`src/rtl/canfd_bit_timer.sv`:
```
`timescale 1ns/1ps
module canfd_bit_timer #(
  parameter int PRE_W  = 8,
  parameter int SEG1_W = 7,
  parameter int SEG2_W = 5,
  parameter int SJW_W  = 5
) (
  input  logic              clk,
  input  logic              rst_n,
  input  logic [PRE_W-1:0]  arb_presc,
  input  logic [SEG1_W-1:0] arb_seg1,
  input  logic [SEG2_W-1:0] arb_seg2,
  input  logic [SJW_W-1:0]  arb_sjw,
  input  logic [PRE_W-1:0]  dat_presc,
  input  logic [SEG1_W-1:0] dat_seg1,
  input  logic [SEG2_W-1:0] dat_seg2,
  input  logic [SJW_W-1:0]  dat_sjw,
  input  logic              rx,
  input  logic              tx_mode,
  input  logic              bus_idle,
  input  logic              go_data,
  input  logic              go_arb,
  input  logic              err_abort,
  output logic              sample_strobe,
  output logic              rx_bit,
  output logic              bit_end,
  output logic              data_phase,
  output logic              cfg_err
);
  localparam int QW  = SEG1_W + 1;
  localparam int BTW = PRE_W + QW + 2;

  typedef enum logic [1:0] {SG_SYNC = 2'd0, SG_PH1 = 2'd1, SG_PH2 = 2'd2} seg_t;

  function automatic logic [BTW-1:0] bit_clks(input logic [PRE_W-1:0] p,
                                               input logic [SEG1_W-1:0] a,
                                               input logic [SEG2_W-1:0] b);
    logic [BTW-1:0] nq;
    nq = BTW'(a) + BTW'(b) + BTW'(1);
    return (BTW'(p) + BTW'(1)) * nq;
  endfunction

  logic [PRE_W-1:0] pc;
  seg_t             seg;
  logic [QW-1:0]    qc, ext;
  logic [SJW_W-1:0] shr;
  logic             rx_q;

  wire [PRE_W-1:0]  c_pre = data_phase ? dat_presc : arb_presc;
  wire [SEG1_W-1:0] c_s1  = data_phase ? dat_seg1  : arb_seg1;
  wire [SEG2_W-1:0] c_s2  = data_phase ? dat_seg2  : arb_seg2;
  wire [SJW_W-1:0]  c_sjw = data_phase ? dat_sjw   : arb_sjw;

  assign cfg_err = bit_clks(dat_presc, dat_seg1, dat_seg2) > bit_clks(arb_presc, arb_seg1, arb_seg2);

  wire          tick     = pc >= c_pre;
  wire          fall     = rx_q & ~rx;
  wire [QW-1:0] qn       = qc + 1'b1;
  wire [QW-1:0] sjw_q    = QW'(c_sjw);
  wire [QW-1:0] s1_lim   = QW'(c_s1) + ext;
  wire [QW-1:0] s2_lim   = QW'(c_s2) - QW'(shr);
  wire [QW-1:0] s2_left  = s2_lim - qc;
  wire          hard     = fall & bus_idle;
  wire          abort    = err_abort & data_phase;
  wire          late     = fall & ~bus_idle & ~tx_mode & (seg == SG_PH1) & (ext == '0);
  wire          early    = fall & ~bus_idle & (seg == SG_PH2) & (shr == '0);
  wire          cut      = early & (s2_left <= sjw_q);
  wire [QW-1:0] late_amt = (qn < sjw_q) ? qn : sjw_q;
  wire          p1_end   = tick & (seg == SG_PH1) & (qn >= s1_lim);
  wire          p2_end   = tick & (seg == SG_PH2) & (qn >= s2_lim);

  assign sample_strobe = ~hard & ~abort & p1_end;
  assign bit_end       = ~hard & ~abort & (cut | p2_end);

  always_ff @(posedge clk or negedge rst_n) begin
    if (!rst_n) begin
      pc         <= '0;
      seg        <= SG_SYNC;
      qc         <= '0;
      ext        <= '0;
      shr        <= '0;
      rx_q       <= 1'b1;
      rx_bit     <= 1'b1;
      data_phase <= 1'b0;
    end else begin
      rx_q <= rx;
      if (hard) begin
        pc  <= '0;
        seg <= SG_SYNC;
        qc  <= '0;
        ext <= '0;
        shr <= '0;
      end else if (abort) begin
        data_phase <= 1'b0;
        pc         <= '0;
        ext        <= '0;
        shr        <= '0;
      end else begin
        pc <= tick ? '0 : pc + 1'b1;
        if (cut) begin
          seg <= SG_SYNC;
          qc  <= '0;
          shr <= '0;
        end else begin
          if (late)  ext <= late_amt;
          if (early) shr <= c_sjw;
          if (tick) begin
            case (seg)
              SG_SYNC: begin
                seg <= SG_PH1;
                qc  <= '0;
              end
              SG_PH1: begin
                if (qn >= s1_lim) begin
                  seg    <= SG_PH2;
                  qc     <= '0;
                  ext    <= '0;
                  rx_bit <= rx;
                  if (go_data && !data_phase && !cfg_err) data_phase <= 1'b1;
                  else if (go_arb && data_phase)           data_phase <= 1'b0;
                end else begin
                  qc <= qn;
                end
              end
              SG_PH2: begin
                if (qn >= s2_lim) begin
                  seg <= SG_SYNC;
                  qc  <= '0;
                  shr <= '0;
                end else begin
                  qc <= qn;
                end
              end
              default: seg <= SG_SYNC;
            endcase
          end
        end
      end
    end
  end
endmodule

```
`config.mk`:
```
export PLATFORM = sky130hd
export DESIGN_NAME = canfd_bit_timer
export DESIGN_NICKNAME = d
export VERILOG_FILES = /design/src/rtl/canfd_bit_timer.sv
export SDC_FILE = /design/constraint.sdc
export NUM_CORES = 1
export LEC_CHECK = 0
export BUFFER_PORTS_ARGS = -buffer_cell sky130_fd_sc_hd__buf_2
export CAP_MARGIN = 30
export CORE_ASPECT_RATIO = 1.75
export CORE_MARGIN = 10
export CORE_UTILIZATION = 42
export DETAILED_ROUTE_END_ITERATION = 12
export MAX_ROUTING_LAYER = met4
export PLACE_DENSITY = 0.6
export SLEW_MARGIN = 20
export SYNTH_ARGS = -nofsm -noshare
export SYNTH_HDL_FRONTEND = slang
export SYNTH_SLANG_ARGS = --single-unit
```
`constraint.sdc`:
```
create_clock -name clk -period 7.2 [get_ports clk]
set_input_delay 0.36 -clock clk [delete_from_list [all_inputs] [get_ports clk]]
set_output_delay 0.36 -clock clk [all_outputs]
set_load 0.1 [all_outputs]
```
==> out/metrics.yaml <==
fin_worst_skew_ns: 0.003230
maxCapViolCount: 0
relSlewSlack: 0.3638
grt_max_degree: 35
post-place-ws_ns: -0.3374
setup_viol: 0
ys.flop_type: "dfrtp_1"
max-vdd-ir-drop_mv: 0.4285
syn-instance-count: 1092
cellInternalPower_w: 0.002466
synth-warning-count: 0
critPathMaxStageDelay_ns: 0.52
slew_viol_final: 0
crit_arrival_ns: 6.69
hold_buffers: 0
dpl_cell_area_um2: 10660
power_w: 0.004851
coreArea_um2: 21680
grt_antenna_before_repair: 0
cts-root-buf: "clkbuf_16"
dieArea_um2: 28680
crit_fanout: 6
drc_errors: 0
gr-usage-met3: 0.008800
drive_gt1_frac: 0.2516
avgSynthCellArea_um2: 8.499
synth_seq_area_share: 0.09194
cts_buffers: 5
die_y_um: 216.7
grt_pass1_vias: 8852
worstSetupEndpointType: "output port"
num_rows: 71
synth.distinct_cells: 66
tightest_slew_ns: 0.9543
io_buffers: 62
drt_iter0_markers: 250
num_vias: 8094
drt_first_pass_iters: 4
swShare: 0.4916
total_leakage_power_nw: 5.957
insertion_delay_ns: 0.28
period_share: 0.9798
max_freq_mhz: 141.8
hpwl_mm: 22.80
cp.required_ns: 6.84
grt.busiest_layer: "met2"
die_x_um: 132.4
postRouteAntennaNets: 0
cts_tree: "yes"
p_sw_w: 0.002385
syn-cell-area_um2: 9281
use_met2: 0.3540
synth_edf_count: 0
hold_viol: 0
synth.ff_latch_count: 34
rsz0062_at_grt: "true"
seq_power_share: 0.048
setup_tns_ns: 0
gp_congestion: 0.9982
cts_htree_levels: 2
crit_path_start_kind: "input port"
crit_type: "in -> out"
hold_path.class: "in -> async"
cts.sinks: 34
p_per_area_nw_per_um2: 423.8
fin_crit_ns: 7.054
syn_nets: 1417
grtUsageTotal: 0.1866
cts_buffer_depth: 2
final_nets: 1584
holdWs_ns: 0.1621
start_util: 0.4282
ios: 63
power_frac_comb: 0.893
clk_pin_slew_worst_paths_ns: 0.06
grt_pass1_wl_mm: 42.48
grt_remaining_overflow: 0
cp_common_cell: "fa_1"
post_drt_via_cell_ratio: 5.215
met1_usage: 0.1852
async_reset_ff_frac: 1.000
fin_ws_ns: 0.1456
area_delta_synth_final_pct: 23.32
critPathSlowestCell: "fa_1"
design_area_um2: 11450
antenna_cells: 0
p_clk_frac: 0.059
totalWireLength_mm: 26.14
post_drt_wl_per_cell_um: 16.84
status: "finished clean"
==> metal layers <==
| layer | wire length (um) | share of wire |
|---|---|---|
| met3 | 519 | 0.020 |
| met5 | 0 | 0 |
| met1 | 9820 | 0.38 |
| met4 | 1748 | 0.067 |
| met2 | 14050 | 0.54 |
==> layout by cell type (no fill, tap or decap), drive strengths merged, types with 6 or more instances in the layout <==
| master | n |
|---|---|
| o21ai | 41 |
| nor2 | 145 |
| o21a | 9 |
| a31oi | 6 |
| dfrtp | 32 |
| nand3 | 24 |
| a21o | 18 |
| fa | 91 |
| nand4 | 10 |
| ha | 176 |
| buf | 167 |
| and3 | 10 |
| mux2 | 13 |
| nand2b | 29 |
| and2 | 8 |
| mux2i | 15 |
| nor3 | 9 |
| or2 | 35 |
| inv | 178 |
| nor2b | 18 |
| xor2 | 23 |
| xnor2 | 44 |
| nand2 | 40 |
| a21oi | 45 |
==> worst max-delay path, delay by kind of cell <==
kind / cells / cell delay, ns
compound gates: 10 / 1.73
xor+xnor: 2 / 0.29
fa+ha+maj: 7 / 2.72
buf+inv: 7 / 0.84
simple gates: 8 / 0.73
==> logic make-up (layout without fill, tap and decap cells) <==
logic type               count (synthesis)  after routing  share of synthesized area
adder cells (fa/ha/maj)                267            267                     0.4335
XOR/XNOR                                67             67                    0.06322
flip-flops                              34             34                    0.09194
multiplexers                            28             28                    0.03195
AND/OR/NAND/NOR                        345            345                     0.1848
buffers and inverters                  185            353                    0.07495
AO/OA/AOI/OAI                          166            166                     0.1196
==> metrics by stage <==
step | util | cells
floorplan | - | 1092
global placement | 0.4917 | 1534
detailed placement | 0.4917 | 1534
CTS | 0.5048 | 1544
global route | 0.5281 | 1552
finish | 0.5281 | 1552
==> cell usage after synthesis, types with 12 or more instances <==
| cell | n | area, um2 |
|---|---|---|
| nor2b_1 | 18 | 112.6 |
| a21oi_1 | 45 | 225.2 |
| ha_1 | 176 | 2202 |
| inv_1 | 178 | 668.1 |
| nand3_1 | 24 | 120.1 |
| dfrtp_1 | 32 | 800.8 |
| o21ai_0 | 32 | 160.2 |
| xor2_1 | 23 | 201.4 |
| mux2i_1 | 15 | 150.1 |
| xnor2_1 | 44 | 385.4 |
| nand2_1 | 40 | 150.1 |
| nor2_1 | 144 | 540.5 |
| a21o_1 | 18 | 135.1 |
| nand2b_1 | 29 | 181.4 |
| mux2_2 | 12 | 135.1 |
| or2_2 | 35 | 219.0 |
| fa_1 | 91 | 1822 |
==> power by group through the flow <==
| stage | logic, W | registers [W] | clock network, W |
|---|---|---|---|
| 3_3_place_gp | 0.00373 | 0.000238 | 0 |
| 3_5_place_dp | 0.00380 | 0.000238 | 0 |
| 6_report | 0.00433 | 0.000235 | 0.000285 |
| 5_1_grt | 0.00489 | 0.000238 | 0.000295 |
| 2_1_floorplan | 0.00245 | 0.000233 | 0 |
| 4_1_cts | 0.00389 | 0.000234 | 0.000290 |
==> sequential cells by signal (all words and copies together) (netlist names) <==
register,cells
rx_q,1
ext,8
seg,2
pc,8
rx_bit,1
data_phase,1
shr,5
qc,8
==> worst paths after layout <==
path	start	to	slack, ns	depth (start not counted)
min reg2reg	qc[6]$_DFFE_PN0P_	qc[6]$_DFFE_PN0P_	0.52	1
max in group asynchronous	rst_n	seg[0]$_DFFE_PN0P_	6.52	1
min in group clk	rx	rx_q$_DFF_PN1_	0.21	1
max	arb_seg1[1]	cfg_err	0.15	34
max reg2reg	data_phase$_DFFE_PN0P_	qc[3]$_DFFE_PN0P_	1.93	15
min	rst_n	shr[1]$_DFF_PN0_	0.16	1
==> repair_timing <==
item | in CTS | in global routing
pin swaps | 18 | 100
gates resized for setup | 18 | 95
buffers inserted | 2 | 9
endpoints found under the setup margin | 1 | 2
==> area by class of cell <==
| cell class | instances | area, um2 |
|---|---|---|
| multi-input cells | 873 | 8202 |
| inverters | 178 | 668.1 |
| clock buffers | 5 | 125.1 |
| well taps | 292 | 365.4 |
| flip-flops and latches | 34 | 853.3 |
| repair buffers | 167 | 1164 |
| fillers | 2086 | 10230 |
| clock inverters | 3 | 68.82 |
No activity file was read; power rests on OpenSTA's default activity.
